<file path="src/rtl/pcs_pkg.sv">
// Package pcs_pkg: shared state and direction types for the phase centering
// controller. Assumes nothing beyond being compiled before its users.
package pcs_pkg;

    typedef enum logic [3:0] {
        S_IDLE,
        S_REF,
        S_ISSUE,
        S_ACK,
        S_MEAS,
        S_C_ISSUE,
        S_C_ACK,
        S_DONE,
        S_ERR
    } pcs_state_e;

    typedef enum logic {
        LEG_UP,
        LEG_DOWN
    } pcs_leg_e;

endpackage

</file>
<file path="src/rtl/pcs_phase_acc.sv">
// pcs_phase_acc: signed net phase position. It clears on request and moves by
// one per step in the requested direction.
// Assumes clr_i and step_i are never requested in the same cycle by the owner.
module pcs_phase_acc #(
    parameter int POS_W = 8
) (
    input  logic                    clk,
    input  logic                    rst_n,
    input  logic                    clr_i,
    input  logic                    step_i,
    input  logic                    up_i,
    output logic signed [POS_W-1:0] pos_o
);

    logic signed [POS_W-1:0] pos_q;

    // Track the net number of increments minus decrements.
    always_ff @(posedge clk) begin
        if (!rst_n)      pos_q <= '0;
        else if (clr_i)  pos_q <= '0;
        else if (step_i) pos_q <= up_i ? pos_q + POS_W'(1) : pos_q - POS_W'(1);
    end

    assign pos_o = pos_q;


    pos_hold_chk: assert property (@(posedge clk) disable iff (!rst_n)
        (!clr_i && !step_i) |=> $stable(pos_q));


    pos_move_chk: assert property (@(posedge clk) disable iff (!rst_n)
        (step_i && !clr_i) |=> !$stable(pos_q));

endmodule

</file>
<file path="src/rtl/pcs_contrast_judge.sv">
// pcs_contrast_judge: holds the reference contrast and flags samples at or
// below half of it. Assumes load_i is pulsed once per search, with a valid sample.
module pcs_contrast_judge #(
    parameter int METRIC_W = 12
) (
    input  logic                clk,
    input  logic                rst_n,
    input  logic                load_i,
    input  logic [METRIC_W-1:0] metric_i,
    output logic                low_o
);

    logic [METRIC_W-1:0] ref_q;
    logic [METRIC_W-1:0] thresh;

    // Capture the reference contrast at the starting phase.
    always_ff @(posedge clk) begin
        if (!rst_n)      ref_q <= '0;
        else if (load_i) ref_q <= metric_i;
    end

    // Half of the reference, rounded down, and the comparison against it.
    always_comb begin
        thresh = ref_q >> 1;
        low_o  = (metric_i <= thresh);
    end


    ref_hold_chk: assert property (@(posedge clk) disable iff (!rst_n)
        !load_i |=> $stable(ref_q));

endmodule

</file>
<file path="src/rtl/pcs_step_budget.sv">
// pcs_step_budget: counts the steps taken in the current search and reports
// when MAX_STEPS have been used. Assumes the owner stops incrementing once spent.
module pcs_step_budget #(
    parameter int MAX_STEPS = 64
) (
    input  logic clk,
    input  logic rst_n,
    input  logic clr_i,
    input  logic inc_i,
    output logic spent_o
);

    localparam int CNT_W = $clog2(MAX_STEPS + 1);

    logic [CNT_W-1:0] cnt_q;

    // Count steps issued since the last clear.
    always_ff @(posedge clk) begin
        if (!rst_n)     cnt_q <= '0;
        else if (clr_i) cnt_q <= '0;
        else if (inc_i) cnt_q <= cnt_q + CNT_W'(1);
    end

    assign spent_o = (cnt_q == CNT_W'(MAX_STEPS));


    budget_limit_chk: assert property (@(posedge clk) disable iff (!rst_n)
        cnt_q <= CNT_W'(MAX_STEPS));


    no_overflow_chk: assert property (@(posedge clk) disable iff (!rst_n)
        (spent_o && !clr_i) |-> !inc_i);

endmodule

</file>
<file path="src/rtl/phase_center_search.sv">
// phase_center_search: steps a PLL phase shift to find the two half-contrast
// edges of the training pattern, then settles at their midpoint.
// Assumes one step_done_i per step_o, and that metric_i reflects the current
// phase for every metric_valid_i that follows the acknowledge.
module phase_center_search
    import pcs_pkg::*;
#(
    parameter int METRIC_W  = 12,
    parameter int POS_W     = 8,
    parameter int MAX_STEPS = 64
) (
    input  logic                    clk,
    input  logic                    rst_n,
    input  logic                    lock_i,
    input  logic                    start_i,
    input  logic [METRIC_W-1:0]     metric_i,
    input  logic                    metric_valid_i,
    output logic                    step_o,
    output logic                    step_up_o,
    input  logic                    step_done_i,
    output logic                    done_o,
    output logic                    err_o,
    output logic signed [POS_W-1:0] pos_o
);

    pcs_state_e              state_q, state_d;
    pcs_leg_e                leg_q, leg_d;
    logic                    armed_q, armed_d;
    logic signed [POS_W-1:0] upper_q, upper_d;
    logic signed [POS_W-1:0] mid_q, mid_d;
    logic signed [POS_W-1:0] pos;
    logic signed [POS_W-1:0] span;
    logic                    idle_like, go, ref_load, eval, low, spent;
    logic                    budget_clr, center_step;

    // Decode the handshake-level strobes from the current state.
    always_comb begin
        idle_like   = (state_q == S_IDLE) || (state_q == S_DONE) || (state_q == S_ERR);
        go          = idle_like && start_i && lock_i;
        ref_load    = (state_q == S_REF) && metric_valid_i;
        eval        = (state_q == S_MEAS) && metric_valid_i;
        center_step = (state_q == S_C_ISSUE);
        step_o      = (state_q == S_ISSUE) || center_step;
        step_up_o   = center_step || (leg_q == LEG_UP);
        done_o      = (state_q == S_DONE);
        err_o       = (state_q == S_ERR);
        budget_clr  = ref_load || (eval && low && (leg_q == LEG_UP));
        span        = upper_q - pos;
    end

    pcs_phase_acc #(.POS_W(POS_W)) i_acc (
        .clk    (clk),
        .rst_n  (rst_n),
        .clr_i  (go),
        .step_i (step_o),
        .up_i   (step_up_o),
        .pos_o  (pos)
    );

    pcs_contrast_judge #(.METRIC_W(METRIC_W)) i_judge (
        .clk      (clk),
        .rst_n    (rst_n),
        .load_i   (ref_load),
        .metric_i (metric_i),
        .low_o    (low)
    );

    pcs_step_budget #(.MAX_STEPS(MAX_STEPS)) i_budget (
        .clk     (clk),
        .rst_n   (rst_n),
        .clr_i   (budget_clr),
        .inc_i   (state_q == S_ISSUE),
        .spent_o (spent)
    );

    assign pos_o = pos;

    // Next-state logic for the search, edge recording and centring.
    always_comb begin
        state_d = state_q;
        leg_d   = leg_q;
        armed_d = armed_q;
        upper_d = upper_q;
        mid_d   = mid_q;
        unique case (state_q)
            S_IDLE, S_DONE, S_ERR: begin
                if (go) begin
                    state_d = S_REF;
                    leg_d   = LEG_UP;
                    armed_d = 1'b0;
                end
            end
            S_REF:     if (metric_valid_i) state_d = S_ISSUE;
            S_ISSUE:   state_d = S_ACK;
            S_ACK:     if (step_done_i) state_d = S_MEAS;
            S_MEAS: begin
                if (eval) begin
                    if (leg_q == LEG_UP) begin
                        if (low) begin
                            upper_d = pos;
                            leg_d   = LEG_DOWN;
                            armed_d = 1'b0;
                            state_d = S_ISSUE;
                        end else begin
                            state_d = spent ? S_ERR : S_ISSUE;
                        end
                    end else begin
                        if (low && armed_q) begin
                            mid_d   = upper_q - (span >>> 1);
                            state_d = S_C_ISSUE;
                        end else begin
                            if (!low) armed_d = 1'b1;
                            state_d = spent ? S_ERR : S_ISSUE;
                        end
                    end
                end
            end
            S_C_ISSUE: state_d = S_C_ACK;
            S_C_ACK: begin
                if (step_done_i) state_d = (pos == mid_q) ? S_DONE : S_C_ISSUE;
            end
            default:   state_d = S_IDLE;
        endcase
    end

    // Register the controller state and the recorded edge and centre.
    always_ff @(posedge clk) begin
        if (!rst_n) begin
            state_q <= S_IDLE;
            leg_q   <= LEG_UP;
            armed_q <= 1'b0;
            upper_q <= '0;
            mid_q   <= '0;
        end else begin
            state_q <= state_d;
            leg_q   <= leg_d;
            armed_q <= armed_d;
            upper_q <= upper_d;
            mid_q   <= mid_d;
        end
    end


    step_pulse_chk: assert property (@(posedge clk) disable iff (!rst_n)
        step_o |=> !step_o);


    flag_excl_chk: assert property (@(posedge clk) disable iff (!rst_n)
        !(done_o && err_o));


    done_on_ack_chk: assert property (@(posedge clk) disable iff (!rst_n)
        $rose(done_o) |-> $past(step_done_i));


    idle_quiet_chk: assert property (@(posedge clk) disable iff (!rst_n)
        (idle_like && !lock_i) |=> (!step_o && $stable(pos_o) && $stable(done_o) && $stable(err_o)));

endmodule

</file>
<file path="config.mk">
export PLATFORM = sky130hd
export DESIGN_NAME = phase_center_search
export DESIGN_NICKNAME = d
export VERILOG_FILES = /design/src/rtl/pcs_pkg.sv /design/src/rtl/pcs_phase_acc.sv /design/src/rtl/pcs_contrast_judge.sv /design/src/rtl/pcs_step_budget.sv /design/src/rtl/phase_center_search.sv
export SDC_FILE = /design/constraint.sdc
export NUM_CORES = 1
export LEC_CHECK = 0
export BUFFER_PORTS_ARGS = -buffer_cell sky130_fd_sc_hd__buf_2
export CORE_UTILIZATION = 40
export CTS_BUF_LIST = sky130_fd_sc_hd__clkbuf_4
export CTS_CLUSTER_DIAMETER = 150
export DETAILED_ROUTE_END_ITERATION = 7
export GPL_ROUTABILITY_DRIVEN = 0
export GPL_TIMING_DRIVEN = 0
export REMOVE_ABC_BUFFERS = 1
export SYNTH_ARGS = -nofsm -noshare
export SYNTH_HDL_FRONTEND = slang
export SYNTH_SLANG_ARGS = --single-unit
export TNS_END_PERCENT = 20
</file>
<file path="constraint.sdc">
create_clock -name clk -period 4.98 [get_ports clk]
set_input_delay 0.249 -clock clk [delete_from_list [all_inputs] [get_ports clk]]
set_output_delay 0.249 -clock clk [all_outputs]
set_load 0.01 [all_outputs]
</file>
# Word level (Yosys, flattened, before mapping)
# Cells that the tools add are included.
[word_totals]
inputBits = 18
mem_count = 0
latch_bits = 0
romBits = 0
mem_bits_rw = 0
elab_cells = 79
reg_bits = 49
output_inout_bits = 12
[op_classes]
mul = 0
div_mod_pow = 0
reduce_logical = 22
bitwise = 2
n_addsub = 5
magnitude_cmp = 1
n_shift = 0
n_eq_ne = 18
muxes = 23
[op_table]
columns = ["op", "n"]
rows = [
  ["4-bit 2-to-1 mux", 9],
  ["4-bit one-hot mux with 7 select lines", 1],
  ["4-bit by 3-bit equality test with 1-bit output (second input constant)", 4],
  ["12-bit by 11-bit less-or-equal comparator with 1-bit output", 1],
  ["2-bit inequality test (second input constant)", 5],
  ["1-bit 2-to-1 mux", 9],
  ["3-bit inequality test (second input constant)", 3],
  ["8-bit by 2-bit adder with 8-bit output (second input constant)", 1],
  ["4-bit by 2-bit equality test with 1-bit output (second input constant)", 2],
  ["8-bit equality test", 1],
  ["8-bit 2-to-1 mux", 1],
  ["4-bit AND reduction", 2],
  ["8-bit by 2-bit subtractor with 8-bit output (second input constant)", 1],
  ["8-bit by 7-bit subtractor with 8-bit output", 1],
  ["8-bit subtractor", 1],
  ["7-bit by 1-bit adder with 7-bit output (second input constant)", 1],
  ["7-bit equality test (second input constant)", 1],
  ["1-bit logical AND", 7],
  ["6-bit AND reduction", 1],
  ["1-bit logical OR", 5],
  ["5-bit AND reduction", 1],
  ["4-bit by 1-bit equality test with 1-bit output (second input constant)", 1],
  ["4-bit equality test (second input constant)", 1],
  ["4-bit zero test", 1],
  ["7 further kinds", 10],
]

# Logic depth before layout (Yosys ltp)
[logic_depth]
ltp_word = 7
ltp_mapped = 15
mapped_depth_nobuf = 15

# By module
# Synthesis repeated with hierarchy kept, for this count alone.
[unflattened]
hier_cells = 404
area_unflattened_um2 = 3452.1
[modules_own_cells]
columns = ["mod", "instances", "cells_per_inst", "area_per_inst_um2", "seq_area_each_um2"]
rows = [
  ["phase_center_search", 1, 222, 1775.5, 440.4],
  ["pcs_contrast_judge", 1, 76, 730.7, 220.2],
  ["pcs_phase_acc", 1, 69, 606.8, 160.2],
  ["pcs_step_budget", 1, 37, 339.1, 140.1],
]

# Worst setup path before layout
# Ideal clock, no wire load.
[synth_path]
path_type = "reg2reg"
from = "register i_acc.pos_q[1] (netlist: i_acc.pos_o[1])"
to = "register mid_q[7]"
path_stages_with_launch = 15
t_required_ns = 4.860
n_path_buf = 0
t_arrival_ns = 2.901
synth_period_minus_slack_ns = 3.020
setup_time_ns = 0.120
slack_ns = 1.960
path_cell_list = "dfxtp_1 > inv_1 > fa_1 > a21o_1 > a21oi_1 > o21bai_1 > a21oi_1 > xor2_1 > ha_1 > or2_2 > a21oi_1 > a31oi_1 > xnor2_1 > xnor2_1 > o22ai_2"
[synth_via]
elab_chain_cells = 2
[synth_lines]
columns = ["item", "line_no", "text"]
rows = [
  ["start, declared", "pcs_phase_acc.sv:15", "logic signed [POS_W-1:0] pos_q;"],
  ["start signal, assigned", "pcs_phase_acc.sv:21", "else if (step_i) pos_q <= up_i ? pos_q + POS_W'(1) : pos_q - POS_W'(1);"],
  ["8-bit subtractor", "phase_center_search.sv:48", "span = upper_q - pos;"],
  ["8-bit by 7-bit subtractor with 8-bit output", "phase_center_search.sv:109", "mid_d = upper_q - (span >>> 1);"],
  ["end signal, assigned", "phase_center_search.sv:139", "mid_q <= mid_d;"],
  ["end, declared", "phase_center_search.sv:30", "logic signed [POS_W-1:0] mid_q, mid_d;"],
]
# Every way passes these cells.
# A chain may end at the register's enable or synchronous reset.

# Final worst setup path
# Same ends and word-level chain as after synthesis.

==> flow_results.xml <==
<?xml version="1.0" encoding="UTF-8"?>
<metrics>
  <group name="clock_network">
    <metric name="clock_path_buffers" unit="">2</metric>
    <metric name="clk_root_buffer_cell" unit="">clkbuf_4</metric>
    <metric name="post-cts-setup-buffer-count" unit="">0</metric>
    <metric name="holdBufCountCts" unit="">0</metric>
    <metric name="tritoncts" unit="">done</metric>
    <metric name="cts_inserted_buffers" unit="">5</metric>
    <metric name="cts_resized" unit="">0</metric>
    <metric name="cts.sinks" unit="">48</metric>
    <metric name="clk_latency_worst_skew_pair" unit="ps">360</metric>
    <metric name="cts.reportedPaths.clkPinSlew" unit="ps">130</metric>
    <metric name="max_h_tree_level" unit="">2</metric>
  </group>
  <group name="flow_run">
    <metric name="maxcap_viol_count" unit="">0</metric>
  </group>
  <group name="critical_path">
    <metric name="critPathArrivalTime" unit="ps">3550</metric>
    <metric name="setup.worst_path.end_class" unit="">flop</metric>
    <metric name="path_cells" unit="">inv_1 &gt; fa_1 &gt; a21o_1 &gt; a21oi_1 &gt; o21bai_1 &gt; a21oi_1 &gt; xor2_1 &gt; ha_1 &gt; or2_2 &gt; a21oi_1 &gt; a31oi_1 &gt; xnor2_1 &gt; xnor2_1 &gt; o22ai_2</metric>
    <metric name="worst-setup-path-type" unit="">reg2reg</metric>
    <metric name="critPathMostFrequentCell" unit="">a21oi_1</metric>
    <metric name="top_cell_family_by_delay_on_the_critical_path" unit="">compound AO/OA/AOI/OAI gates</metric>
    <metric name="timing.critical_path.slowest_stage_cell" unit="">dfxtp_1</metric>
    <metric name="path_max_fanout" unit="">6</metric>
    <metric name="largest_stage_delay_on_the_critical_path" unit="ps">500</metric>
    <metric name="crit_path_start_kind" unit="">flop</metric>
    <metric name="worst_ep_required_time" unit="ps">5220</metric>
    <metric name="timing.critical_path.buf_inv" unit="">1</metric>
  </group>
  <group name="synthesis">
    <metric name="ys_types" unit="">54</metric>
    <metric name="synth_sequential_area_ratio" unit="">0.294</metric>
    <metric name="asyncSetResetFlopFracSynth" unit="">0</metric>
    <metric name="synth-warning-count" unit="">0</metric>
    <metric name="synth_top_flop_cell" unit="">dfxtp_1</metric>
    <metric name="syn_inst" unit="">383</metric>
    <metric name="synth_area" unit="um^2">3260</metric>
    <metric name="synth_area_per_cell" unit="um^2">8.52</metric>
    <metric name="count_of_flip_flops_with_a_built_in_enable_after_synthesis" unit="">0</metric>
    <metric name="postSynthRegisterBits" unit="">48</metric>
  </group>
  <group name="sta">
    <metric name="sum_of_negative_setup_slack" unit="ps">0</metric>
    <metric name="max-slew-margin-rel" unit="">0.302</metric>
    <metric name="final_min_period_over_clock_period" unit="">0.665</metric>
    <metric name="worst_clock_skew" unit="ps">10.7</metric>
    <metric name="hold_viol_final" unit="">0</metric>
    <metric name="setup_violations" unit="">0</metric>
    <metric name="grt_setup_unrepaired" unit="">no</metric>
    <metric name="fmax" unit="GHz">0.302</metric>
    <metric name="fin_crit" unit="ps">3310</metric>
    <metric name="actual_slew_at_the_worst_max_slew_pin" unit="ps">1050</metric>
    <metric name="timing.final.max_slew_violations" unit="">0</metric>
  </group>
  <group name="placement">
    <metric name="place.port_buffers" unit="">29</metric>
    <metric name="place.detailed.hpwl" unit="mm">5.01</metric>
    <metric name="numPlacedInstances" unit="">501</metric>
  </group>
  <group name="grt">
    <metric name="grt_pass1_wl" unit="mm">11.8</metric>
    <metric name="grt_antenna_before_repair" unit="">0</metric>
    <metric name="groute.usage.overall" unit="">0.172</metric>
    <metric name="grt-ovfl-total" unit="">0</metric>
    <metric name="grt_start_max_net_pins" unit="">31</metric>
    <metric name="vias_in_the_first_global_route" unit="">2593</metric>
  </group>
  <group name="routing">
    <metric name="vias" unit="">2548</metric>
    <metric name="drtAntennaViolNets" unit="">0</metric>
    <metric name="totalWireLength" unit="mm">6.52</metric>
    <metric name="vias_per_cell" unit="">5.02</metric>
    <metric name="count_of_routing_violations_after_the_opening_detailed_route_iteration" unit="">55</metric>
    <metric name="drt_pass1_iterations" unit="">4</metric>
    <metric name="route.detailed.drc" unit="">0</metric>
    <metric name="detail_route.wl_per_cell" unit="um">12.8</metric>
  </group>
  <group name="final_layout">
    <metric name="finish.net_count" unit="">459</metric>
    <metric name="num-fill-cells" unit="">826</metric>
    <metric name="number_of_cells_in_the_finished_layout_apart_from_fillers" unit="">508</metric>
    <metric name="synthesis_to_layout_area_growth" unit="%">7.48</metric>
    <metric name="post_route_cells_drive_above_1_share" unit="">0.128</metric>
    <metric name="n_antenna_cell" unit="">0</metric>
  </group>
  <group name="floorplanning">
    <metric name="rows" unit="">32</metric>
    <metric name="die_width" unit="um">92.3</metric>
    <metric name="chipHeight" unit="um">92.3</metric>
    <metric name="top_level_ports" unit="">30</metric>
    <metric name="floorplan.initialDensity" unit="">0.418</metric>
    <metric name="die-area" unit="um^2">8520</metric>
    <metric name="core_area" unit="um^2">7810</metric>
  </group>
  <group name="power_and_ir_drop">
    <metric name="power.ir.vdd_worst" unit="uV">135</metric>
    <metric name="power_density" unit="nW/um^2">443</metric>
    <metric name="p_sw" unit="mW">0.660</metric>
    <metric name="cell_internal_pwr" unit="mW">0.895</metric>
    <metric name="combinationalPowerShare" unit="">0.574</metric>
    <metric name="share_of_total_power_consumed_by_net_switching" unit="">0.424</metric>
    <metric name="clock_power_share" unit="">0.114</metric>
    <metric name="power.share.sequential" unit="">0.312</metric>
    <metric name="total_leakage_power" unit="nW">1.60</metric>
  </group>
  <group name="outcome">
    <metric name="outcome" unit="">completed</metric>
  </group>
  <group name="worst_hold_path">
    <metric name="hp-class" unit="">in2reg</metric>
  </group>
</metrics>
-- layout make-up --
type                       count  area, um^2  area share
tap                          102         128      0.0364
sequential                    48         961       0.274
clock inverter                 1        5.00     0.00143
clock buffer                   6        45.0      0.0128
timing repair buffer          29         145      0.0414
inverter                      35         131      0.0375
multi-input combinational    287        2090       0.597
-- worst min-delay path, stage by stage --
cell and delay, ps:
buf_2 90, mux2i_1 60, nor2_1 70
-- per-layer routing --
metal  global-route usage  wire length [um]  vias up
li1                     -                 -     1357
met1                0.216              3220     1153
met2                0.308              3080       32
met3               0.0246               143        6
met4               0.0430                82        0
met5                    0                 0        -
-- registers in the layout (all words and copies together), names as in the netlist --
register / cells
armed_q: 1
i_acc.pos_o: 8
i_budget.cnt_q: 7
i_judge.ref_q: 11
leg_q: 1
mid_q: 8
state_q: 4
upper_q: 8
-- placed cells by master, fill, tap and decap left out, types with 3 or more instances in the layout --
master,n
xor2_1,18
nand4b_1,3
nand3_1,5
buf_2,29
or3_1,3
clkbuf_4,6
a21o_1,7
o21ai_0,10
nand4_1,8
nand2_1,19
nor2b_1,3
xnor2_1,16
nor2_1,53
fa_1,3
nor3_1,7
inv_1,35
ha_1,32
a21oi_1,26
dfxtp_1,48
mux2i_1,27
nand2b_1,6
-- path summary, 6_finish.rpt --
path,startpoint,to,slack [ps],depth (start not counted)
worst max-delay path,i_acc.pos_o[1],mid_q[7],1670,14
worst min-delay path,metric_i[4],i_judge.ref_q[4],140,3
worst max register to register,i_acc.pos_o[1],mid_q[7],1670,14
worst min register to register,i_budget.cnt_q[6],i_budget.cnt_q[6],490,2
-- cell usage after synthesis, drive strengths merged, types with 4 or more instances --
| cell type | number | area, um^2 |
|---|---|---|
| a21o | 7 | 52.6 |
| a21oi | 27 | 139 |
| buf | 9 | 63.8 |
| clkbuf | 4 | 15.0 |
| dfxtp | 48 | 961 |
| ha | 32 | 400 |
| inv | 35 | 131 |
| mux2i | 27 | 270 |
| nand2 | 20 | 77.6 |
| nand2b | 6 | 37.5 |
| nand3 | 6 | 35.0 |
| nand4 | 8 | 50.1 |
| nor2 | 55 | 211 |
| nor3 | 7 | 35.0 |
| o21ai | 12 | 75.1 |
| xnor2 | 16 | 140 |
| xor2 | 18 | 158 |
-- stage by stage --
step	hold WS [ps]	power (mW)	instance area (um^2)	worst slack (ps)	util
2_1_floorplan	393	1.21	3180	1940	-
3_3_place_gp	466	1.37	3460	1720	0.443
3_5_place_dp	470	1.40	3460	1670	0.443
4_1_cts	127	1.58	3510	1650	0.449
5_1_grt	130	1.73	3510	1380	0.449
6_report	140	1.55	3510	1670	0.449
-- power groups by stage --
stage,Clock (mW),Sequential [mW],Combinational [mW]
2_1_floorplan,0,0.481,0.731
3_3_place_gp,0,0.493,0.882
3_5_place_dp,0,0.494,0.901
4_1_cts,0.188,0.485,0.907
5_1_grt,0.204,0.496,1.03
6_report,0.177,0.486,0.892
-- cells by family (layout without fill, tap and decap cells) --
group	Yosys count	in the layout	share of synthesized area
and+or+nand+nor	123	123	0.185
DFF	48	48	0.294
AOI/OAI and AO/OA	67	67	0.136
buffers and inverters	48	71	0.0644
xor gates and xnor gates	34	34	0.0913
muxes	28	28	0.0874
adders and majority gates	35	35	0.141
No activity file was read; power rests on OpenSTA's default activity.
